--- src/rtl/exc_pkg.sv ---
package exc_pkg;
  localparam int unsigned WORD_W     = 32;
  localparam int unsigned CODE_W     = 3;
  localparam int unsigned WHY_W      = 2;
  localparam int unsigned NUM_PAIRS  = 2;
  localparam int unsigned PAIR_MAIN  = 0;
  localparam int unsigned PAIR_CRIT  = 1;
  localparam int unsigned INSN_BYTES = 4;
  localparam int unsigned ALIGN_BITS = 2;

  // state-word bit positions
  localparam int unsigned BIT_LE  = 0;
  localparam int unsigned BIT_FE1 = 8;
  localparam int unsigned BIT_FE0 = 11;
  localparam int unsigned BIT_ME  = 12;
  localparam int unsigned BIT_FP  = 13;
  localparam int unsigned BIT_ILE = 16;
  localparam int unsigned BIT_POW = 18;

  localparam logic [WORD_W-1:0] SAVE_CLR_MASK = 32'h783F_0000;
  localparam logic [WORD_W-1:0] ST_WAKE       = 32'h0001_0000;
  localparam logic [WORD_W-1:0] ST_FP_EXACT   = 32'h0001_0000;
  localparam logic [WORD_W-1:0] ST_FP         = 32'h0010_0000;
  localparam logic [WORD_W-1:0] ST_ILL        = 32'h0008_0000;
  localparam logic [WORD_W-1:0] ST_PRIV       = 32'h0004_0000;
  localparam logic [WORD_W-1:0] ST_TRAP       = 32'h0002_0000;

  typedef enum logic [CODE_W-1:0] {
    EXC_RESET = 3'd0,
    EXC_MCHK  = 3'd1,
    EXC_CRIT  = 3'd2,
    EXC_EXT   = 3'd3,
    EXC_ALIGN = 3'd4,
    EXC_PROG  = 3'd5,
    EXC_SYSC  = 3'd6,
    EXC_DECR  = 3'd7
  } exc_code_e;

  typedef enum logic [WHY_W-1:0] {
    WHY_FP   = 2'd0,
    WHY_ILL  = 2'd1,
    WHY_PRIV = 2'd2,
    WHY_TRAP = 2'd3
  } prog_why_e;
endpackage

--- src/rtl/exc_status_calc.sv ---
module exc_status_calc
  import exc_pkg::*;
(
  input  logic [CODE_W-1:0] code,
  input  logic [WHY_W-1:0]  why,
  input  logic [WORD_W-1:0] msr,
  input  logic [WORD_W-1:0] pc,
  output logic [WORD_W-1:0] status,
  output logic [WORD_W-1:0] ret_pc,
  output logic              drop,
  output logic              stop
);
  exc_code_e c;
  prog_why_e w;
  logic      fe0, fe1, fp_on, fp_live, at_fault;

  always_comb begin
    c        = exc_code_e'(code);
    w        = prog_why_e'(why);
    fe0      = msr[BIT_FE0];
    fe1      = msr[BIT_FE1];
    fp_on    = msr[BIT_FP];
    fp_live  = fp_on && (fe0 || fe1);
    status   = msr & ~SAVE_CLR_MASK;
    at_fault = 1'b0;
    drop     = 1'b0;
    stop     = 1'b0;
    case (c)
      EXC_RESET: if (msr[BIT_POW]) status = status | ST_WAKE;
      EXC_MCHK:  stop = !msr[BIT_ME];
      EXC_ALIGN: at_fault = 1'b1;
      EXC_PROG: begin
        case (w)
          WHY_FP: begin
            drop   = !fp_live;
            status = status | ST_FP;
            if (fe0 != fe1) begin
              status   = status | ST_FP_EXACT;
              at_fault = 1'b1;
            end
          end
          WHY_ILL: begin
            status   = status | ST_ILL;
            at_fault = 1'b1;
          end
          WHY_PRIV: begin
            status   = status | ST_PRIV;
            at_fault = 1'b1;
          end
          default: begin
            status   = status | ST_TRAP;
            at_fault = 1'b1;
          end
        endcase
      end
      default: ;
    endcase
    ret_pc = at_fault ? (pc - WORD_W'(INSN_BYTES)) : pc;
  end
endmodule

--- src/rtl/exc_msr_vec.sv ---
module exc_msr_vec
  import exc_pkg::*;
#(
  parameter logic [WORD_W-1:0] VEC_RESET = 32'h0000_0100,
  parameter logic [WORD_W-1:0] VEC_MCHK  = 32'h0000_0200,
  parameter logic [WORD_W-1:0] VEC_CRIT  = 32'h0000_0A00,
  parameter logic [WORD_W-1:0] VEC_EXT   = 32'h0000_0500,
  parameter logic [WORD_W-1:0] VEC_ALIGN = 32'h0000_0600,
  parameter logic [WORD_W-1:0] VEC_PROG  = 32'h0000_0700,
  parameter logic [WORD_W-1:0] VEC_SYSC  = 32'h0000_0C00,
  parameter logic [WORD_W-1:0] VEC_DECR  = 32'h0000_0900
) (
  input  logic [CODE_W-1:0] code,
  input  logic              me_in,
  input  logic              pow_in,
  input  logic              ile_in,
  input  logic [WORD_W-1:0] prefix,
  output logic [WORD_W-1:0] new_msr,
  output logic [WORD_W-1:0] handler
);
  exc_code_e         c;
  logic              me_kill;
  logic [WORD_W-1:0] vec;

  always_comb begin
    c       = exc_code_e'(code);
    me_kill = (c == EXC_MCHK) || ((c == EXC_RESET) && !pow_in);
    new_msr = '0;
    new_msr[BIT_ME] = me_in && !me_kill;
    new_msr[BIT_LE] = ile_in;
    case (c)
      EXC_RESET: vec = VEC_RESET;
      EXC_MCHK:  vec = VEC_MCHK;
      EXC_CRIT:  vec = VEC_CRIT;
      EXC_EXT:   vec = VEC_EXT;
      EXC_ALIGN: vec = VEC_ALIGN;
      EXC_PROG:  vec = VEC_PROG;
      EXC_SYSC:  vec = VEC_SYSC;
      default:   vec = VEC_DECR;
    endcase
    handler = vec | prefix;
  end
endmodule

--- src/rtl/exc_save_pair.sv ---
module exc_save_pair #(
  parameter int unsigned W = 32
) (
  input  logic         clk,
  input  logic         rst_n,
  input  logic         wr_en,
  input  logic [W-1:0] pc_d,
  input  logic [W-1:0] st_d,
  output logic [W-1:0] pc_q,
  output logic [W-1:0] st_q
);
  logic [W-1:0] pc_nx, st_nx;

  always_comb begin
    pc_nx = pc_q;
    st_nx = st_q;
    if (wr_en) begin
      pc_nx = pc_d;
      st_nx = st_d;
    end
  end

  always_ff @(posedge clk or negedge rst_n) begin
    if (!rst_n) begin
      pc_q <= '0;
      st_q <= '0;
    end else begin
      pc_q <= pc_nx;
      st_q <= st_nx;
    end
  end
endmodule

--- src/rtl/exc_entry_unit.sv ---
module exc_entry_unit
  import exc_pkg::*;
#(
  parameter logic [WORD_W-1:0] VEC_RESET = 32'h0000_0100,
  parameter logic [WORD_W-1:0] VEC_MCHK  = 32'h0000_0200,
  parameter logic [WORD_W-1:0] VEC_CRIT  = 32'h0000_0A00,
  parameter logic [WORD_W-1:0] VEC_EXT   = 32'h0000_0500,
  parameter logic [WORD_W-1:0] VEC_ALIGN = 32'h0000_0600,
  parameter logic [WORD_W-1:0] VEC_PROG  = 32'h0000_0700,
  parameter logic [WORD_W-1:0] VEC_SYSC  = 32'h0000_0C00,
  parameter logic [WORD_W-1:0] VEC_DECR  = 32'h0000_0900
) (
  input  logic              clk,
  input  logic              rst_n,
  input  logic              exc_req,
  input  logic [CODE_W-1:0] exc_code,
  input  logic [WHY_W-1:0]  exc_reason,
  input  logic              rfi_req,
  input  logic [WORD_W-1:0] cur_pc,
  input  logic [WORD_W-1:0] cur_msr,
  input  logic [WORD_W-1:0] vec_prefix,
  output logic              redirect,
  output logic [WORD_W-1:0] redirect_pc,
  output logic              msr_wr,
  output logic [WORD_W-1:0] msr_next,
  output logic [WORD_W-1:0] save_pc,
  output logic [WORD_W-1:0] save_msr,
  output logic [WORD_W-1:0] crit_pc,
  output logic [WORD_W-1:0] crit_msr,
  output logic              halted
);
  localparam logic [WORD_W-1:0] ALIGN_CLR = ~WORD_W'((1 << ALIGN_BITS) - 1);

  // reset: asserted asynchronously, released on a clock edge
  logic rst_s1, rst_s2;
  always_ff @(posedge clk or negedge rst_n) begin
    if (!rst_n) begin
      rst_s1 <= 1'b0;
      rst_s2 <= 1'b0;
    end else begin
      rst_s1 <= 1'b1;
      rst_s2 <= rst_s1;
    end
  end

  logic [WORD_W-1:0] st_val, ret_val, msr_val, hnd_val;
  logic              drop, stop;

  exc_status_calc u_status (
    .code   (exc_code),
    .why    (exc_reason),
    .msr    (cur_msr),
    .pc     (cur_pc),
    .status (st_val),
    .ret_pc (ret_val),
    .drop   (drop),
    .stop   (stop)
  );

  exc_msr_vec #(
    .VEC_RESET(VEC_RESET), .VEC_MCHK(VEC_MCHK), .VEC_CRIT(VEC_CRIT),
    .VEC_EXT(VEC_EXT), .VEC_ALIGN(VEC_ALIGN), .VEC_PROG(VEC_PROG),
    .VEC_SYSC(VEC_SYSC), .VEC_DECR(VEC_DECR)
  ) u_vec (
    .code    (exc_code),
    .me_in   (cur_msr[BIT_ME]),
    .pow_in  (cur_msr[BIT_POW]),
    .ile_in  (cur_msr[BIT_ILE]),
    .prefix  (vec_prefix),
    .new_msr (msr_val),
    .handler (hnd_val)
  );

  logic              take, to_crit;
  logic [NUM_PAIRS-1:0] pair_we;
  logic [WORD_W-1:0] pair_pc [NUM_PAIRS];
  logic [WORD_W-1:0] pair_st [NUM_PAIRS];

  logic              redir_q, redir_d, halt_q, halt_d;
  logic [WORD_W-1:0] rpc_q, rpc_d, rmsr_q, rmsr_d;

  always_comb begin
    to_crit = (exc_code_e'(exc_code) == EXC_CRIT);
    take    = 1'b0;
    redir_d = 1'b0;
    halt_d  = halt_q;
    rpc_d   = rpc_q;
    rmsr_d  = rmsr_q;
    if (!halt_q) begin
      if (exc_req) begin
        if (stop) begin
          halt_d = 1'b1;
        end else if (!drop) begin
          take    = 1'b1;
          redir_d = 1'b1;
          rpc_d   = hnd_val;
          rmsr_d  = msr_val;
        end
      end else if (rfi_req) begin
        redir_d = 1'b1;
        rpc_d   = pair_pc[PAIR_MAIN] & ALIGN_CLR;
        rmsr_d  = pair_st[PAIR_MAIN] & ~SAVE_CLR_MASK;
      end
    end
  end

  always_comb begin
    pair_we            = '0;
    pair_we[PAIR_MAIN] = take && !to_crit;
    pair_we[PAIR_CRIT] = take && to_crit;
  end

  for (genvar g = 0; g < NUM_PAIRS; g++) begin : g_pair
    exc_save_pair #(.W(WORD_W)) u_pair (
      .clk   (clk),
      .rst_n (rst_s2),
      .wr_en (pair_we[g]),
      .pc_d  (ret_val),
      .st_d  (st_val),
      .pc_q  (pair_pc[g]),
      .st_q  (pair_st[g])
    );
  end

  always_ff @(posedge clk or negedge rst_s2) begin
    if (!rst_s2) begin
      redir_q <= 1'b0;
      halt_q  <= 1'b0;
      rpc_q   <= '0;
      rmsr_q  <= '0;
    end else begin
      redir_q <= redir_d;
      halt_q  <= halt_d;
      rpc_q   <= rpc_d;
      rmsr_q  <= rmsr_d;
    end
  end

  assign redirect    = redir_q;
  assign msr_wr      = redir_q;
  assign redirect_pc = rpc_q;
  assign msr_next    = rmsr_q;
  assign halted      = halt_q;
  assign save_pc     = pair_pc[PAIR_MAIN];
  assign save_msr    = pair_st[PAIR_MAIN];
  assign crit_pc     = pair_pc[PAIR_CRIT];
  assign crit_msr    = pair_st[PAIR_CRIT];
endmodule

--- config.mk ---
export PLATFORM = sky130hd
export DESIGN_NAME = exc_entry_unit
export DESIGN_NICKNAME = d
export VERILOG_FILES = /design/src/rtl/exc_pkg.sv /design/src/rtl/exc_status_calc.sv /design/src/rtl/exc_msr_vec.sv /design/src/rtl/exc_save_pair.sv /design/src/rtl/exc_entry_unit.sv
export SDC_FILE = /design/constraint.sdc
export NUM_CORES = 1
export LEC_CHECK = 0
export ABC_CLOCK_PERIOD_IN_PS = 8500
export BUFFER_PORTS_ARGS = -buffer_cell sky130_fd_sc_hd__buf_2
export CAP_MARGIN = 20
export CORE_ASPECT_RATIO = 0.6
export CORE_MARGIN = 2
export CORE_UTILIZATION = 30
export CTS_CLUSTER_DIAMETER = 50
export DETAILED_ROUTE_END_ITERATION = 10
export PLACE_DENSITY = 0.48
export SLEW_MARGIN = 20
export SYNTH_ARGS = -nofsm -noshare
export SYNTH_HDL_FRONTEND = slang
export SYNTH_HIERARCHICAL = 1
export SYNTH_SLANG_ARGS = --single-unit
--- constraint.sdc ---
create_clock -name clk -period 8.5 [get_ports clk]
set_input_delay 0.425 -clock clk [delete_from_list [all_inputs] [get_ports clk]]
set_output_delay 0.425 -clock clk [all_outputs]
set_load 0.05 [all_outputs]
==> results.py <==
metrics = {
    "cells_and_area": {
        "layout_commonest_cell": "buf_2",
        "seqCellArea_um2": 4910,
        "diodes": 0,
        "drive_gt1_share_pct": 60.6,
        "multi_input_area_um2": 4450,
        "fin_util_pct": 35.8,
        "layout_common_cells": "buf_2 (290), dfrtp_1 (195), mux2_4 (157)",
        "fill_cells": 3358,
        "area_delta_synth_final_pct": 17.2,
        "final_area_um2": 12100,
        "finalNonFillerCells": 1414,
        "fin_nets": 1049,
    },
    "timing": {
        "period_minus_slack_ps": 3280,
        "slew_violations": 0,
        "hold_ws_ps": 223,
        "finalSetupViolCount": 0,
        "worstMarginPinSlew_ps": 1150,
        "rsz0062_at_grt": "false",
        "setup_tns_ps": 0,
        "hold_violations": 0,
        "fmax_mhz": 305,
        "clock_skew_ps": 10.1,
        "fin_crit_sh_pct": 38.5,
        "relSlewSlack_pct": 23.0,
    },
    "critical_path": {
        "crit_type": "input port to flop",
        "rrSetupSlack_ps": 5480,
        "crit_arrival_ps": 3600,
        "reg2reg_from": "halted$_DFF_PN0_",
        "crit_fanout": 33,
        "r2r_cells": 6,
        "r2r_end": "g_pair[1].u_pair/st_q[0]$_DFFE_PN0P_",
        "cp_num_buf_inv": 4,
        "endpoint_kind": "flop",
        "critPathRequiredTime_ps": 8820,
        "cp_slowest_cell": "buf_4",
        "path_cells": "buf_2, nor2b_1, nand2_1, nor3_1, a21boi_1, nor4b_4, buf_4, nor4b_2, buf_4, buf_4, mux2_2",
        "start_kind": "input port",
        "critPathMaxStageDelay_ps": 690,
        "critical_path.most_common_cell": "buf_4",
        "cpLargestDelayFamily": "buffers and inverters",
    },
    "grt": {
        "grt_usage_pct": 15.0,
        "grt_pass1_vias": 6384,
        "overflow": 0,
        "grt_pass1_wl_mm": 40.7,
        "antenna_found_initial": 1,
        "grt_max_degree": 162,
    },
    "power_and_ir_drop": {
        "combPwrFrac_pct": 52.3,
        "ir_worst_vdd_uv": 190,
        "power.switching_mw": 2.42,
        "leakagePower_nw": 5.96,
        "intPower_mw": 2.54,
        "power_density_nw_per_um2": 411,
        "switching_share_pct": 48.8,
        "seqPwrFrac_pct": 31.4,
        "p_clk_share_pct": 16.3,
    },
    "routing": {
        "wl_per_cell_um": 18.8,
        "drc": 0,
        "vias": 6125,
        "firstDrtPassIters": 5,
        "wl_mm": 26.6,
        "drt-initial-drc-count": 225,
        "viasPerCell": 4.33,
        "final_antenna_net_count": 0,
    },
    "placed_design": {
        "port_buffers": 291,
        "dp_hpwl_mm": 18.5,
        "placed_cell_area_um2": 11500,
        "routabilityCongestion": 0.761,
        "dp.cells": 1381,
    },
    "synth": {
        "ys_types": 51,
        "synth_flop_cell": "dfrtp_1",
        "netlist_instances": 712,
        "netlist.top_cell.by_area": "dfrtp_1",
        "ys_seq_area_share_pct": 47.6,
        "synth-async-reset-ratio_pct": 100,
        "syn_area_um2": 10300,
        "synth.avg_cell_area_um2": 14.5,
        "yosysWarnings": 6,
        "synth_top_area_share_pct": 47.6,
        "synth_seq_cells": 196,
        "synthTopCellsByArea": "dfrtp_1 (48%), mux2_4 (23%), mux2_2 (8.2%)",
        "synth_edf_count": 0,
    },
    "floorplanning": {
        "core_area_um2": 33800,
        "dieArea_um2": 35900,
        "die_x_um": 243,
        "ios": 300,
        "die_height_um": 148,
        "start_util_pct": 30.5,
        "rows": 52,
    },
    "flow_run": {
        "max_cap_violations": 0,
    },
    "worst_hold_path": {
        "hold_path_depth": 2,
        "worstHoldStart": "cur_msr[9]",
        "hold_path_class": "input port to flop",
        "min_to": "g_pair[1].u_pair/st_q[9]$_DFFE_PN0P_",
    },
    "clocking": {
        "insertion_delay_ps": 440,
        "cts_sinks": 196,
        "cts_made_buffers": 17,
        "cts-htree-levels": 4,
        "path_clk_slew_ps": 80,
        "root_buffer": "clkbuf_16",
        "clock_path_buffers": 2,
        "cts_tree": "yes",
        "cts_resized": 0,
    },
    "run_status": {
        "status": "finished clean",
    },
}
[final cells by class]
type	instances	share of cell area, %
Clock buffer	18	3.55
Clock inverter	14	1.17
Inverter	7	0.218
Multi-Input combinational cell	419	36.8
Sequential cell	196	40.6
Tap cell	459	4.75
Timing Repair Buffer	301	12.8
[routing by layer]
metal | vias to the layer above | wire, µm | track usage [%]
li1 | 2836 | - | -
met1 | 3105 | 13300 | 21.8
met2 | 157 | 11400 | 21.7
met3 | 27 | 1350 | 4.21
met4 | 0 | 506 | 4.29
met5 | - | 0 | 0
[stage by stage]
stage	setup WS, ps	total power, mW
2_1_floorplan	2630	3.61
3_3_place_gp	4720	4.17
3_5_place_dp	4700	4.19
4_1_cts	5190	5.04
5_1_grt	5040	5.20
6_report	5220	4.97
[flip-flops by register name (all words and copies together), names as in the netlist]
signal	flops
g_pair.u_pair/pc_q	64
g_pair.u_pair/st_q	64
halted	1
msr_next	32
msr_wr	1
redirect_pc	32
rst_s1	1
rst_s2	1
[cell families (layout without fill, tap and decap cells)]
kind of cell    after synthesis  in the layout  share of synthesized area, %
compound gates               25             25                          1.76
xor+xnor                     29             29                          2.47
fa+ha+maj                     2              2                         0.243
buf+inv                     130            340                          10.6
flops                       196            196                          47.6
mux                         232            232                          31.1
other cells                   3             36                         0.109
simple gates                 95             95                          6.19
[timing repair]
| item | in CTS | in global routing |
|---|---|---|
| hold buffers | 1 | 0 |
| setup buffers | 0 | 0 |
| endpoints found under the hold margin | 2 | 0 |
[how the worst max path moves through the flow]
stage                     start                                     to  slack, ps  cells after the start
6_report            exc_code[2]   g_pair[1].u_pair/st_q[0]$_DFFE_PN0P_       5220                     11
5_1_grt             exc_code[2]  g_pair[1].u_pair/st_q[31]$_DFFE_PN0P_       5040                     11
4_1_cts             exc_code[2]   g_pair[1].u_pair/st_q[0]$_DFFE_PN0P_       5190                     11
3_5_place_dp        exc_code[2]   g_pair[1].u_pair/st_q[0]$_DFFE_PN0P_       4700                     11
3_3_place_gp        exc_code[2]   g_pair[1].u_pair/st_q[0]$_DFFE_PN0P_       4720                     11
2_1_floorplan  rst_s2$_DFF_PN0_   g_pair[0].u_pair/pc_q[0]$_DFFE_PN0P_       2630                      0
[worst register-to-register path, cell delays in order, from the launching register on]
cell and delay, ps:
dfrtp_1 430, nor4b_4 260, buf_4 270, nor4b_2 230, buf_4 590, buf_4 690
mux2_2 430
[power by group through the flow]
stage	combinational, mW	sequential [mW]	clock, mW
after detailed placement	2.62	1.57	0
after CTS	2.62	1.57	0.849
after global routing	2.69	1.62	0.884
after floorplan	0.713	2.90	0
after global placement	2.60	1.57	0
final	2.60	1.56	0.811
[cell usage after synthesis, types with 2 or more instances]
cell type / number
mux2_2: 75
and2_1: 2
nor4b_1: 3
buf_4: 89
o21ai_0: 2
dfrtp_1: 196
buf_2: 8
nor3b_1: 4
ha_1: 2
a21o_1: 16
nor4_1: 9
conb_1: 3
buf_6: 8
or3_1: 2
nand3b_1: 4
and3_1: 13
o31a_1: 2
clkbuf_1: 5
inv_1: 7
buf_12: 12
nand4b_1: 2
nor4_2: 3
nor2_1: 9
nand4_1: 5
xnor2_1: 18
nand3_1: 8
nor2b_1: 2
nor3_1: 7
nand2_1: 7
a21oi_1: 2
xor2_1: 11
mux2_4: 157
Power figures use the tool's default switching activity.
